## src/rtl/ser_tx_pkg.sv

```systemverilog
package ser_tx_pkg;

  localparam int MAX_WORD = 9;
  localparam int MIN_WORD = 5;
  localparam int DEF_WORD = 8;
  localparam int MAX_STOP = 2;
  localparam int FRAME_W  = 1 + MAX_WORD + 1 + MAX_STOP;
  localparam int CNT_W    = $clog2(FRAME_W + 1);

  typedef enum logic [1:0] {
    PAR_NONE = 2'b00,
    PAR_EVEN = 2'b01,
    PAR_ODD  = 2'b10,
    PAR_OFF  = 2'b11
  } parity_e;

  typedef enum logic {ST_IDLE, ST_SEND} txState_e;

  // control-to-datapath strobes
  typedef struct packed {
    logic load;   // copy holding register into serialiser, drive start bit
    logic shift;  // advance to the next bit of the frame
    logic park;   // return the line to idle high
  } txStrobe_t;

  function automatic logic [3:0] effLen(input logic [3:0] code);
    return (code >= 4'(MIN_WORD) && code <= 4'(MAX_WORD)) ? code : 4'(DEF_WORD);
  endfunction

  function automatic logic parityOn(input logic [1:0] mode);
    return (mode == PAR_EVEN) || (mode == PAR_ODD);
  endfunction

  function automatic logic [CNT_W-1:0] frameBits(input logic [3:0] code,
                                                 input logic [1:0] mode,
                                                 input logic       twoStop);
    logic [CNT_W-1:0] n;
    n = CNT_W'(1) + CNT_W'(effLen(code))
      + (twoStop ? CNT_W'(2) : CNT_W'(1))
      + (parityOn(mode) ? CNT_W'(1) : CNT_W'(0));
    return n;
  endfunction

endpackage

```

## src/rtl/ser_tx_baud.sv

```systemverilog
module ser_tx_baud #(
  parameter int DIV_W  = 12,
  parameter int OVS_HI = 16,
  parameter int OVS_LO = 8
) (
  input  logic             clk,
  input  logic             rstN,
  input  logic             run,
  input  logic             load,
  input  logic [DIV_W-1:0] divisor,
  input  logic             overSel,
  output logic             bitTick
);

  localparam int OS_W = $clog2(OVS_HI);

  logic [DIV_W-1:0] divLast, preCnt;
  logic [OS_W-1:0]  ovsLast, osCnt;
  logic             preWrap, osWrap;

  assign preWrap = (preCnt == divLast);
  assign osWrap  = (osCnt == ovsLast);
  assign bitTick = run && preWrap && osWrap;

  always_ff @(posedge clk) begin
    if (!rstN) begin
      divLast <= '0;
      ovsLast <= '0;
      preCnt  <= '0;
      osCnt   <= '0;
    end else if (load) begin
      // settings captured for the whole frame
      divLast <= (divisor == '0) ? '0 : divisor - DIV_W'(1);
      ovsLast <= overSel ? OS_W'(OVS_LO - 1) : OS_W'(OVS_HI - 1);
      preCnt  <= '0;
      osCnt   <= '0;
    end else if (run) begin
      if (preWrap) begin
        preCnt <= '0;
        osCnt  <= osWrap ? '0 : osCnt + OS_W'(1);
      end else begin
        preCnt <= preCnt + DIV_W'(1);
      end
    end
  end

endmodule

```

## src/rtl/ser_tx_ctrl.sv

```systemverilog
module ser_tx_ctrl
  import ser_tx_pkg::*;
(
  input  logic      clk,
  input  logic      rstN,
  input  logic      txEn,
  input  logic      flowEn,
  input  logic      partnerRdy,
  input  logic      wrStb,
  input  logic      bufEmpty,
  input  logic      bitTick,
  input  logic [3:0] wordLen,
  input  logic [1:0] parityMode,
  input  logic      twoStop,
  output txStrobe_t strobe,
  output logic      run,
  output logic      txDone
);

  txState_e         state;
  logic [CNT_W-1:0] bitsLeft;
  logic             ctsOk, startOk, frameEnd, abortNow;

  always_comb begin
    ctsOk    = !flowEn || partnerRdy;
    startOk  = txEn && !bufEmpty && ctsOk;
    abortNow = (state == ST_SEND) && !txEn;
    frameEnd = (state == ST_SEND) && txEn && bitTick && (bitsLeft == CNT_W'(1));
    run      = (state == ST_SEND) && txEn;

    strobe.load  = startOk && ((state == ST_IDLE) || frameEnd);
    strobe.shift = run && bitTick && (bitsLeft != CNT_W'(1));
    strobe.park  = abortNow || (frameEnd && !startOk);
  end

  always_ff @(posedge clk) begin
    if (!rstN) begin
      state    <= ST_IDLE;
      bitsLeft <= '0;
    end else begin
      if (strobe.load) begin
        state    <= ST_SEND;
        bitsLeft <= frameBits(wordLen, parityMode, twoStop);
      end else if (strobe.park) begin
        state    <= ST_IDLE;
        bitsLeft <= '0;
      end else if (strobe.shift) begin
        bitsLeft <= bitsLeft - CNT_W'(1);
      end
    end
  end

  always_ff @(posedge clk) begin
    if (!rstN)                     txDone <= 1'b1;
    else if (wrStb)                txDone <= 1'b0;
    else if (frameEnd && bufEmpty) txDone <= 1'b1;
  end

endmodule

```

## src/rtl/ser_tx_dp.sv

```systemverilog
module ser_tx_dp
  import ser_tx_pkg::*;
(
  input  logic                clk,
  input  logic                rstN,
  input  logic                wrStb,
  input  logic [MAX_WORD-1:0] wrData,
  input  txStrobe_t           strobe,
  input  logic [3:0]          wordLen,
  input  logic [1:0]          parityMode,
  output logic                bufEmpty,
  output logic                txLine
);

  logic [MAX_WORD-1:0] holdQ;
  logic [FRAME_W-2:0]  shReg;
  logic [FRAME_W-1:0]  frameVec;
  logic [MAX_WORD-1:0] dataMask;
  logic [3:0]          len;
  logic                parBit;

  // mask of the data bits in use for the selected word length
  for (genvar g = 0; g < MAX_WORD; g++) begin : g_mask
    assign dataMask[g] = (g < int'(len));
  end

  always_comb begin
    len      = effLen(wordLen);
    parBit   = ^(holdQ & dataMask);
    if (parityMode == PAR_ODD) parBit = ~parBit;
    frameVec = '1;
    frameVec[0] = 1'b0;
    for (int i = 0; i < MAX_WORD; i++) begin
      if (dataMask[i]) frameVec[1+i] = holdQ[i];
    end
    if (parityOn(parityMode)) frameVec[len + 4'd1] = parBit;
  end

  always_ff @(posedge clk) begin
    if (!rstN) begin
      holdQ    <= '0;
      bufEmpty <= 1'b1;
    end else begin
      if (wrStb) holdQ <= wrData;
      if (wrStb)            bufEmpty <= 1'b0;
      else if (strobe.load) bufEmpty <= 1'b1;
    end
  end

  always_ff @(posedge clk) begin
    if (!rstN) begin
      shReg  <= '1;
      txLine <= 1'b1;
    end else if (strobe.load) begin
      txLine <= frameVec[0];
      shReg  <= frameVec[FRAME_W-1:1];
    end else if (strobe.park) begin
      txLine <= 1'b1;
      shReg  <= '1;
    end else if (strobe.shift) begin
      txLine <= shReg[0];
      shReg  <= {1'b1, shReg[FRAME_W-2:1]};
    end
  end

endmodule

```

## src/rtl/ser_tx_top.sv

```systemverilog
module ser_tx_top
  import ser_tx_pkg::*;
#(
  parameter int DIV_W  = 12,
  parameter int OVS_HI = 16,
  parameter int OVS_LO = 8
) (
  input  logic                clk,
  input  logic                rstN,
  input  logic                txEn,
  input  logic                flowEn,
  input  logic                partnerRdy,
  input  logic [DIV_W-1:0]    divisor,
  input  logic                overSel,
  input  logic [3:0]          wordLen,
  input  logic [1:0]          parityMode,
  input  logic                twoStop,
  input  logic                wrStb,
  input  logic [MAX_WORD-1:0] wrData,
  output logic                txLine,
  output logic                bufEmpty,
  output logic                txDone
);

  txStrobe_t strobe;
  logic      run, bitTick;

  ser_tx_baud #(.DIV_W(DIV_W), .OVS_HI(OVS_HI), .OVS_LO(OVS_LO)) u_baud (
    .clk(clk), .rstN(rstN), .run(run), .load(strobe.load),
    .divisor(divisor), .overSel(overSel), .bitTick(bitTick)
  );

  ser_tx_ctrl u_ctrl (
    .clk(clk), .rstN(rstN), .txEn(txEn), .flowEn(flowEn),
    .partnerRdy(partnerRdy), .wrStb(wrStb), .bufEmpty(bufEmpty),
    .bitTick(bitTick), .wordLen(wordLen), .parityMode(parityMode),
    .twoStop(twoStop), .strobe(strobe), .run(run), .txDone(txDone)
  );

  ser_tx_dp u_dp (
    .clk(clk), .rstN(rstN), .wrStb(wrStb), .wrData(wrData),
    .strobe(strobe), .wordLen(wordLen), .parityMode(parityMode),
    .bufEmpty(bufEmpty), .txLine(txLine)
  );

endmodule

```

## config.mk

```make
export PLATFORM = sky130hd
export DESIGN_NAME = ser_tx_top
export DESIGN_NICKNAME = d
export VERILOG_FILES = /design/src/rtl/ser_tx_pkg.sv /design/src/rtl/ser_tx_baud.sv /design/src/rtl/ser_tx_ctrl.sv /design/src/rtl/ser_tx_dp.sv /design/src/rtl/ser_tx_top.sv
export SDC_FILE = /design/constraint.sdc
export NUM_CORES = 1
export LEC_CHECK = 0
export BUFFER_PORTS_ARGS = -buffer_cell sky130_fd_sc_hd__buf_2
export CAP_MARGIN = 20
export CORE_MARGIN = 2
export CORE_UTILIZATION = 25
export DETAILED_ROUTE_END_ITERATION = 7
export SYNTH_ARGS = -nofsm -noshare
export SYNTH_HDL_FRONTEND = slang
export SYNTH_SLANG_ARGS = --single-unit
```

## constraint.sdc

```tcl
create_clock -name clk -period 2.9 [get_ports clk]
set_clock_uncertainty 0.1 [all_clocks]
set_input_delay 0.435 -clock clk [delete_from_list [all_inputs] [get_ports clk]]
set_output_delay 0.435 -clock clk [all_outputs]
set_load 0.02 [all_outputs]
```

==> impl.org, run 1 <==
** Global route
- The number of antenna violations at the first check in global routing is 0.
- Via count of the first global-routing pass :: between 3000 and 4000
- Met2 track utilization from global routing :: 20.9%
- Aggregate global-route resource usage :: 12.7%
- Global routing consumed, on the met3 layer, 2.66% of the routing resources.
- In the global route stage, met1 resource usage came out at 16.3%.
- The first global-routing pass estimated 15300 µm of wire.
- The global routing stage identified its most utilized layer as met2.
- Entering global routing, the biggest net connects 36 pins.
- Total global routing overflow :: 0

** Critical path
- STA puts the critical path data required time at 3.01 ns.
- Cell family with the largest share of critical-path delay :: compound AO/OA/AOI/OAI gates
- Largest incremental delay on the critical path :: ~0.30 ns
- The critical path is of the in -> reg type.
- Arrival time at the worst endpoint :: 2.59 ns
- The largest individual stage delay along the critical path comes from the cell o31ai_1.
- List of cells traversed by the critical path :: buf_2, nor2b_1, o21ai_0, ha_1, inv_1, o31ai_1, xnor3_1, xnor3_1, buf_4, nand2_1, nor4b_2, o21ai_1
- In this run the worst path has a maximum fanout of 11.
- The number of buffers and inverters on the critical path is 3.
- Kind of start point of the critical path :: primary input
- Most frequent cell on the critical path :: xnor3_1
- CP Capture Type :: flip-flop

** Finish
- The library cells used most frequently in the layout, excluding fill and tap cells, are dfxtp_1 (59), nor2_1 (50), nand2_1 (40).
- Ant. Diodes :: 0
- Fraction of final layout cells sized beyond drive strength 1 :: 15.5%
- Nets@finish :: 540
- Core utilization of the finished layout :: 30.9%
- Number of filler cells placed in the layout :: 1469
- Leaving out filler cells and counting taps, the final layout contains 676.
- Once layout is done, the placed cells without fillers occupy 4310 µm².
- Compared with the post-synthesis result, the final layout area differs by 19.9%.
- Multi-input gate area in the final layout :: 2260 µm²
- Sequential standard cell area :: 1180 µm²
- Most common cell after layout, fill and taps aside :: dfxtp_1

** Yosys
- Async set or reset register ratio after synthesis :: 0%
- Post-synth EDFFs :: 0
- Synthesized area :: ~3600 µm²
- The Yosys step of the flow raised 0 warnings.
- Synthesized instance count :: 447
- #FFs+latches synth :: 59
- Top_reg_cell synth :: dfxtp_1
- A synthesized cell averages 8.04 µm².
- The number of different library cells used by synthesis comes to 54.
- Sequential elements use around a third of the synthesized area.
- The number of nets handed over by synthesis was 496.

** Routing
- First-pass detailed-route iteration total :: 4
- Via count :: 3277
- WL/cell :: 13.6 µm
- Once detail routing completed, the nets flagged for antenna violations numbered 0.
- Count of routing violations after the opening detailed-route iteration :: ~130
- Aggregate routed wire length :: 9160 µm
- Number of vias per cell after detailed routing :: 4.85
- Post-route DRC violation count :: 0

** Die
- Area inside the core boundary :: 13900 µm²
- The die covers 15300 µm².
- DIE WIDTH :: 124 µm
- After floorplanning, the core was divided into 43 placement rows.
- Io pins :: 38
- Die H :: 124 µm
- For this configuration, the core starts out at a cell density of 25.8%.

** STA
- Setup repair after global routing left no endpoint under its margin.
- The final hold violation count was 0.
- Max Slew Vio Count :: 0
- Period minus WS final :: 2.49 ns
- Total Neg Setup Slack :: 0 ns
- Peak clock frequency supported by timing :: 402 MHz
- At the pin with the least slew margin, the transition time is 0.664 ns.
- In this run the tightest slew margin relative to its limit is 55.7%.
- In the finished design, the share of the clock period the worst path needs comes to a little under nine tenths.
- Setup violation total in the final timing report :: 0

** Power and ir drop
- Total leakage power :: 1.79 nW
- Final Power :: between 2 and 2.5 mW
- For this design the total switching power over the nets is 662 µW.
- Power per standard cell area :: approximately 540 nW/µm²
- Of the total power, the share spent switching nets is 28.5%.
- IR Drop Worst-Case VDD :: 0.315 mV
- The share of total power dissipated in combinational logic is 19.5%.
- The internal portion of the total power is 1.66 mW.
- Clock share of power :: 42.3%
- Per report_power, the sequential group accounts for 38.3% of the total.

** Clocking
- Clock slew seen by the registers of the worst setup and hold paths :: 0.05 ns
- After clock tree synthesis, the setup repair step added 0 buffers.
- Clock Sink Count :: 59
- CTS built an H-tree with a depth of 3.
- The longest clock path from root to sink contains 2 buffers.
- Count of hold buffers inserted by post-cts repair :: 0
- Clock tree from TritonCTS :: yes
- Clk_lat worst skew :: 0.33 ns
- Post-CTS repair changed the size of 0 cells.
- Cell at the root of the clock tree :: clkbuf_16
- Cts bufs inserted :: 9

** Placement
- Post-detail-place hpwl :: a little under 7000 µm
- Total instance count after detailed placement :: 660
- Placement-stage cell area :: roughly 4000 µm²
- RD Place Congestion :: 0.866
- Count of input and output buffers :: 37

** Flow run
- The tool flagged a number of max-cap violations equal to 0.

** Worst hold path
- The tightest min-delay check is of the in -> reg type.

** Status
- Run status :: completed
## flip-flops by register name (all words and copies together), names as in the netlist, 2 cells and up
signal	flops
u_baud.ovsLast	2
u_baud.preCnt	12
u_baud.osCnt	4
u_dp.shReg	12
u_dp.holdQ	9
u_ctrl.bitsLeft	4
u_baud.divLast	12
## worst reg2reg max path, stage by stage, from the launching register on
cell and delay (ns):
dfxtp_1 0.35, or4_4 0.57, a21oi_4 0.25, nand4_1 0.18, a21boi_1 0.56, a31oi_1 0.17, o211ai_1 0.19
## synth_stat cells (4+ instances only)
cell type / count / share of area [%]
and2_1: 6 / 1.0
dfxtp_1: 59 / 33
nand2_1: 40 / 4.2
mux2i_1: 11 / 3.1
nor2_1: 50 / 5.2
inv_1: 16 / 1.7
a31oi_1: 5 / 0.87
o21ai_0: 8 / 1.1
ha_1: 12 / 4.2
clkbuf_1: 12 / 1.3
o211ai_1: 14 / 2.9
xor2_1: 25 / 6.1
o21ai_1: 17 / 2.4
nand4_1: 8 / 1.4
xnor2_1: 14 / 3.4
nand3_1: 15 / 2.1
nor2b_1: 24 / 4.2
nor3_1: 27 / 3.8
a21boi_1: 4 / 0.84
a21oi_1: 24 / 3.3
nand2b_1: 4 / 0.70
## per-stage QoR
stage / hold WS (ns) / worst slack (ns)
2_1_floorplan: 0.341 / 0.0834
3_3_place_gp: 0.354 / 0.168
3_5_place_dp: 0.358 / 0.0533
4_1_cts: 0.262 / 0.412
5_1_grt: 0.270 / 0.222
6_report: 0.268 / 0.414
## logic make-up after synthesis
kind of cell    count (synthesis)  share of synthesized area, %
buf+inv                        35                          4.18
fa+ha+maj                      14                          5.29
compound gates                 95                          17.0
simple gates                  192                          26.8
flops                          59                          32.9
xor+xnor                       41                          10.8
mux                            11                          3.07
## per-layer routing
layer / vias up / wire, µm
li1: 1657 / -
met4: 0 / 167
met3: 13 / 386
met2: 70 / 4270
met5: - / 0
met1: 1537 / 4340
## power by group through the flow
stage,logic [mW],registers (mW),clock network (mW)
2_1_floorplan,0.311,0.897,0
3_3_place_gp,0.438,0.902,0
3_5_place_dp,0.450,0.904,0
4_1_cts,0.452,0.888,1.01
5_1_grt,0.504,0.893,1.04
6_report,0.452,0.888,0.981
## worst paths after layout
path | slack (ns) | cells past startpoint | start | endpoint
worst max-delay path | 0.41 | 12 | wordLen[2] | u_dp.shReg[11]
worst min-delay path | 0.27 | 3 | wrData[2] | u_dp.holdQ[2]
worst max register to register | 0.44 | 6 | u_baud.osCnt[1] | u_dp.shReg[5]
worst min register to register | 0.37 | 2 | u_dp.shReg[6] | u_dp.shReg[6]
## final cells by class
| type | instances | area share (%) |
|---|---|---|
| Timing Repair Buffer | 52 | 6.92 |
| Multi-Input combinational cell | 353 | 52.5 |
| Clock inverter | 5 | 0.639 |
| Clock buffer | 11 | 5.87 |
| Tap cell | 180 | 5.23 |
| Inverter | 16 | 1.39 |
| Sequential cell | 59 | 27.4 |
(Power assumes the default switching activity.)
==> run 2: changes to the inputs <==
Settings changed: CORE_MARGIN 2 to 1.5, CORE_UTILIZATION 25 to 53, CTS_BUF_LIST set to sky130_fd_sc_hd__clkbuf_16, PLACE_DENSITY set to 0.76.
==> impl.org, run 2 (synthesized netlist as in run 1, its figures left out) <==
** Status
- Run status :: finished with violations
- The final reports fail on design-rule violations.

** Finish
- From synthesis to final layout, the design area changed by 15.6%.
- The final core utilization was 64.3% (+33 points).
- Nets@finish :: 538 (-0.37%)
- Most common cell after layout, fill and taps aside :: dfxtp_1
- The number of antenna diodes was 0 (unchanged).
- Fraction of final layout cells sized beyond drive strength 1 :: 14.2% (-1.3 points)
- The largest registers in the layout are u_baud.divLast x12, u_baud.preCnt x12, u_dp.shReg x12.
- In the layout the commonest cells are dfxtp_1 (59), nor2_1 (50), nand2_1 (40).
- The final non-filler cell total is 569 (-16%).

** Clocking
- Post-CTS setup buffer count :: 0 (unchanged)
- The register clock-pin slew on the reported worst setup and hold paths came to 0.05 ns (about the same).
- Clock tree from TritonCTS :: yes
- Count of hold buffers inserted by post-cts repair :: 0 (unchanged)
- The number of clock buffers inserted by TritonCTS was 9 (unchanged).
- The clock tree buffer depth came to 2 (unchanged).
- CTS resizes :: 0 (unchanged)
- The clock insertion delay at the later pin of the skew report is 0.33 ns (about the same).
- H-tree depth :: 3 (unchanged)
- The tree is rooted in a clkbuf_16.
- The number of clock sinks seen by CTS came to 59 (unchanged).

** Placement
- Total instance count after detailed placement :: 555 (-16%)
- The final weighted congestion in routability-driven placement is 0.862 (-0.46%).
- The estimated wirelength of the detail-placed design came to 6070 µm (-12%).
- The worst setup timing slack at the placement stage is -0.0703 ns (-0.124 ns).
- Count of input and output buffers :: 37 (unchanged)

** Die
- The die extent in y came to 85.3 µm (-31%).
- The die outline width is 85.3 µm (-31%).
- The die footprint was 7280 µm² (-53%).
- The placement row count is 29 (-33%).
- The effective utilization at floorplan was 55.6% (+30 points).
- The number of top-level design ports was 38 (unchanged).
- The core outline area was 6460 µm² (-54%).

** STA
- The count of endpoints failing setup in the final report came to 0 (unchanged).
- Setup repair after global routing left no endpoint under its margin.
- The minimum period implied by the final worst setup slack is 2.68 ns (+0.199 ns).
- The tightest slew margin relative to the limit was 29.3% (-26 points).
- The final hold violation count was 0 (unchanged).
- Max Slew Vio Count :: 0 (unchanged)
- PnR worst setup slack :: 0.216 ns (-0.199 ns)
- The measured slew at the worst slew-check pin is 1.05 ns (+0.390 ns).
- The final worst-path cycle share came to 92.6% (+6.8 points).
- The maximum frequency from static timing analysis came to 373 MHz (-7.4%).
- The hold slack is 0.259 ns (-0.00935 ns).

** Global route
- Wire length of the first global-routing pass :: 14500 µm (-5.3%)
- The combined global-route utilization of all metal layers was 25.0% (+12 points).
- Via count of the first global-routing pass :: 3075 (-1.9%)
- Total global routing overflow :: 0 (unchanged)
- The number of antenna violations at the first check in global routing is 0 (unchanged).
- Largest net degree at the start of global routing :: 25 (-31%)

** Critical path
- CP Capture Type :: flip-flop
- Library cell contributing the largest single delay on the critical path :: xnor3_1
- Setup slack of the worst register-to-register path :: 0.27 ns (-0.17 ns)
- Traced cell by cell, the critical path runs through buf_2, nor3b_1, o21ai_0, ha_1, inv_1, o31ai_1, xnor3_1, xnor3_1, nand2_1, nor4b_2, o21ai_1.
- Largest incremental delay on the critical path :: 0.46 ns (+0.16 ns)
- In this run the critical register-to-register path is captured at u_dp.shReg[3].
- The count of buffering cells on the critical path with inverters included came to 2 (-1).
- Reg-to-reg startpoint :: u_baud.preCnt[0]
- Among the stages of the critical path, the cell type that occurs most often is xnor3_1.
- Arrival time at the worst endpoint :: 2.79 ns (+0.20 ns)
- Setup CP Type :: in -> reg
- Data required time of the critical path :: 3.01 ns (about the same)
- The maximum fanout along the worst path came to 11 (unchanged).
- Among cell families on the critical path, the largest total delay comes from XOR/XNOR gates.
- Reg2Reg Depth :: 7 (+1)
- STA classifies the critical path startpoint as a primary input.

** Worst hold path
- Type of the tightest min-delay check :: in -> reg
- Hold Path Cell Cnt :: 3 (unchanged)
- Endpoint of the worst hold path :: u_dp.holdQ[7]
- The worst hold path begins at wrData[7].

** Flow run
- The number of max-cap violations came to 0 (unchanged).

** Routing
- The number of remaining DRC errors is 2 (+2).
- Aggregate routed wire length :: 8470 µm (-7.5%)
- The count of TritonRoute iterations in the first routing pass came to 6 (+2).
- Number of vias per cell after detailed routing :: 5.78 (+19%)
- The number of nets still failing antenna checks after routing was 0 (unchanged).
- Count of routing violations after the opening detailed-route iteration :: 289 (+120%)
- WL/cell :: 14.9 µm (+9.8%)
- Via count :: 3288 (+0.34%)

** Power and ir drop
- Power per standard cell area :: 559 nW/µm² (+3.8%)
- IR Drop Worst-Case VDD :: 0.349 mV (+11%)
- The static power due to leakage was 1.78 nW (-0.93%).
-- run 2: cell count changes in the layout (fill, tap and decap cells not counted), sizes merged --
cell / delta
buf: -2
clkbuf: -2
bufinv: +1
clkinvlp: -1
-- run 2: metal layers --
| layer | track usage [%] | vias up | share of wire, % |
|---|---|---|---|
| li1 | - | 1654 | - |
| met1 | 36.0 | 1532 | 49 |
| met2 | 37.0 | 90 | 44 |
| met3 | 5.16 | 12 | 5.6 |
| met4 | 9.24 | 0 | 1.6 |
| met5 | 0 | - | 0 |
-- run 2: worst max path at each step --
| stage | start | to | cells past startpoint |
|---|---|---|---|
| after global routing | wordLen[3] | u_dp.shReg[2] | 11 |
| after detailed placement | wordLen[2] | u_dp.shReg[11] | 11 |
| after floorplan | wordLen[2] | u_dp.shReg[0] | 11 |
| after CTS | wordLen[2] | u_dp.shReg[11] | 11 |
| after global placement | wordLen[2] | u_dp.shReg[11] | 11 |
| final | wordLen[3] | u_dp.shReg[11] | 11 |
-- run 2: cell type report --
cell class	instances	area, µm²
Tap cell	77	96.3
Clock buffer	9	225
Fill cell	572	2310
Timing Repair Buffer	50	283
Clock inverter	5	46.3
Inverter	16	60.1
Sequential cell	59	1180
Multi-Input combinational cell	353	2260
-- run 2: worst reg2reg max path: cells and delay by family (launching register included) --
family           cells  cell delay [ns]
AND/OR/NAND/NOR      3             1.12
AO/OA/AOI/OAI        3             0.83
XOR/XNOR             1             0.10
flip-flops           1             0.43
-- run 2: power by group --
group	switching (mW)	leakage (nW)	total [mW]	internal, mW
combinational	0.258	1.16	0.436	0.178
sequential	0.0320	0.482	0.886	0.854
clock	0.358	0.134	1.00	0.643
-- run 2: per-stage QoR --
stage	power, mW	TNS, ns	instance area (µm²)
after floorplan	1.21	0	3590
after global placement	1.32	0	3880
after detailed placement	1.33	-0.175	3880
after CTS	2.32	0	4150
after global routing	2.42	0	4150
final	2.32	0	4150
==> run 3: changes to the inputs <==
Settings changed: CTS_BUF_LIST sky130_fd_sc_hd__clkbuf_16 to not set.
==> impl.org, run 3 (synthesized netlist as in run 1, its figures left out) <==
** Status
- The flow ran to the end, but the final reports show violations.
- Violations in the final reports :: design-rule violations

** Routing
- The routed via count was 3286 (-0.061%).
- The routed wire length per instance is 14.6 µm (-1.9%).
- First-pass detailed-route iteration total :: 6 (unchanged)
- Number of vias per cell after detailed routing :: 5.78 (about the same)
- Antenna Nets Post-Route :: 0 (unchanged)
- The number of DRC markers after the initial detailed-route iteration is 271 (-6.2%).
- The detailed-route wire length is 8310 µm (-1.9%).
- The number of remaining DRC errors was 2 (unchanged).

** Global route
- Number of antenna violations at the first check in global routing :: 0 (unchanged)
- Via count of the first global-routing pass :: 3031 (-1.4%)
- Met2 track utilization from global routing :: 36.6% (-0.43 points)
- met2 is the most crowded layer.
- Met3 Resource Use GR :: 3.79% (-1.4 points)
- Aggregate global-route resource usage :: 24.2% (-0.76 points)
- The met1 usage came to 34.8% (-1.2 points).
- The aggregate global routing overflow came to 0 (unchanged).
- Wire length of the first global-routing pass :: 14200 µm (-2.1%)
- Largest net degree at the start of global routing :: 25 (unchanged)

** Power and ir drop
- The switching share of power came to 28.8% (+0.93 points).
- The worst IR drop on VDD was 0.337 mV (-3.3%).
- Total leakage power :: 1.75 nW (-1.7%)
- The combinational share of power came to 20.9% (+2.1 points).
- Switching component of the power :: 602 µW (-7.0%)
- The power per standard cell area is 512 nW/µm² (-8.5%).
- Final Power :: 2.09 mW (-10%)
- Clock share of power :: 36.8% (-6.3 points)
- Sequential share of power :: 42.3% (+4.2 points)
- The design internal power is 1.49 mW (-11%).

** Placement
- The number of placed instances, taps included was 555 (unchanged).
- The number of buffers added on ports came to 37 (unchanged).
- Placement-stage cell area :: 3880 µm² (unchanged)
- Post-detail-place hpwl :: 6070 µm (unchanged)
- RD Place Congestion :: 0.862 (unchanged)
- Worst-case setup slack after placement :: -0.0703 ns (unchanged)

** Finish
- The area growth from synthesis to layout is 13.7%.
- Most common cell after layout, fill and taps aside :: dfxtp_1
- The filler cell count in the final layout is 574 (+0.35%).
- The final instance area was 4080 µm² (-1.7%).
- Ant. Diodes :: 0 (unchanged)
- Leaving out fill and tap cells, the most frequent cells in the layout are dfxtp_1 (59), nor2_1 (50), nand2_1 (40).
- Multi-input gate area in the final layout :: 2260 µm² (about the same)
- The net total in the final layout was 538 (unchanged).
- The final non-filler cell total came to 569 (unchanged).
- In the final layout, the registers with the most flip-flops are u_baud.divLast x12, u_baud.preCnt x12, u_dp.shReg x12.
- Fraction of final layout cells sized beyond drive strength 1 :: 15.0% (+0.81 points)
- The total area of sequential cells came to 1180 µm² (unchanged).

** STA
- Setup violation total in the final timing report :: 0 (unchanged)
- Unrepaired setup endpoints after global routing :: no
- Rel. slew slack :: 27.8% (-1.4 points)
- Pin slew with the least headroom to its limit :: 1.08 ns (+0.0212 ns)
- The total count of max-transition violations in the final report was 0 (unchanged).
- PnR worst setup slack :: 0.292 ns (+0.0766 ns)
- The minimum period implied by the final worst setup slack came to 2.61 ns (-0.0766 ns).
- The final worst-path cycle share came to 89.9% (-2.6 points).
- Number of hold-slack violations in the final timing report :: 0 (unchanged)
- The maximum frequency from static timing analysis was 383 MHz (+2.9%).

** Clocking
- H-tree depth :: 3 (unchanged)
- Clock slew seen by the registers of the worst setup and hold paths :: 0.06 ns (about the same)
- Cts bufs inserted :: 9 (unchanged)
- Maximum count of clock buffers along a single path :: 2 (unchanged)
- The number of buffers inserted by hold repair at cts was 0 (unchanged).
- Clk_lat worst skew :: 0.34 ns (about the same)
- TritonCTS built the clock tree.
- The tree is rooted in a clkbuf_8.
- The number of clock sinks seen by CTS is 59 (unchanged).

** Worst hold path
- Hold wc startpoint :: wrData[7]
- Type of the tightest min-delay check :: in -> reg

** Die
- DIE WIDTH :: 85.3 µm (unchanged)
- Die H :: 85.3 µm (unchanged)
- Initial cell density of the core :: 55.6% (unchanged)
- Number of standard-cell rows in the floorplan :: 29 (unchanged)
- Io pins :: 38 (unchanged)
- Die area :: 7280 µm² (unchanged)
- Area inside the core boundary :: 6460 µm² (unchanged)

** Critical path
- The required time of the critical path came to 3.08 ns (+0.07 ns).
- Reg-to-reg startpoint :: u_baud.preCnt[0]
- Critical Path Fanout Max :: 15 (+4)
- Kind of start point of the critical path :: flip-flop
- The critical path starts at u_baud.preCnt[0].
- Arrival time at the worst endpoint :: 2.79 ns (about the same)
- The critical path is of the reg -> reg type.
- CP Capture Type :: flip-flop

** Flow run
- The number of max-cap violations is 0 (unchanged).
==> run 3: layout make-up <==
type | instances | area share (%)
clock buffer | 12 | 4.05
clock inverter | 2 | 0.858
inverter | 16 | 1.47
multi-input combinational | 353 | 55.4
sequential | 59 | 28.9
tap | 77 | 2.36
timing repair buffer | 50 | 6.93
==> run 3: metrics by stage <==
stage               util [%]  hold slack (ns)  TNS (ns)
floorplan                  -            0.341         0
global placement        60.1            0.353         0
detailed placement      60.1            0.359    -0.175
CTS                     63.2            0.242         0
global route            63.2            0.270         0
finish                  63.2            0.249         0
==> run 3: what timing repair did <==
action                                  CTS  global route
setup buffers                             0             0
gates resized for setup                   0             1
endpoints found under the hold margin     0             0
endpoints found under the setup margin    0             3
==> run 3: per-layer routing <==
| metal | wire, µm | part of all wire, % | vias to the layer above |
|---|---|---|---|
| met3 | 555 | 6.7 | 15 |
| met1 | 3980 | 48 | 1516 |
| met4 | 150 | 1.8 | 0 |
| li1 | - | - | 1650 |
| met5 | 0 | 0 | - |
| met2 | 3630 | 44 | 105 |
==> run 3: critical path, cell delays in order (launching register included) <==
cell	delay [ns]
dfxtp_1	0.46
xor2_1	0.10
nor4_1	0.60
and4_4	0.38
o21ai_1	0.33
a211oi_1	0.37
o22ai_1	0.12
nand3_1	0.09
==> run 3: power groups by stage <==
stage	registers [mW]	logic (mW)	clock network (mW)
floorplan	0.897	0.311	0
global placement	0.900	0.421	0
global route	0.889	0.484	0.814
CTS	0.884	0.433	0.784
detailed placement	0.901	0.428	0
finish	0.884	0.437	0.769
==> run 3: worst paths after layout <==
check | slack, ns | endpoint | cells after the start
max | 0.29 | u_dp.shReg[3] | 7
min | 0.25 | u_dp.holdQ[7] | 3
max reg2reg | 0.29 | u_dp.shReg[3] | 7
min reg2reg | 0.37 | u_dp.txLine | 2
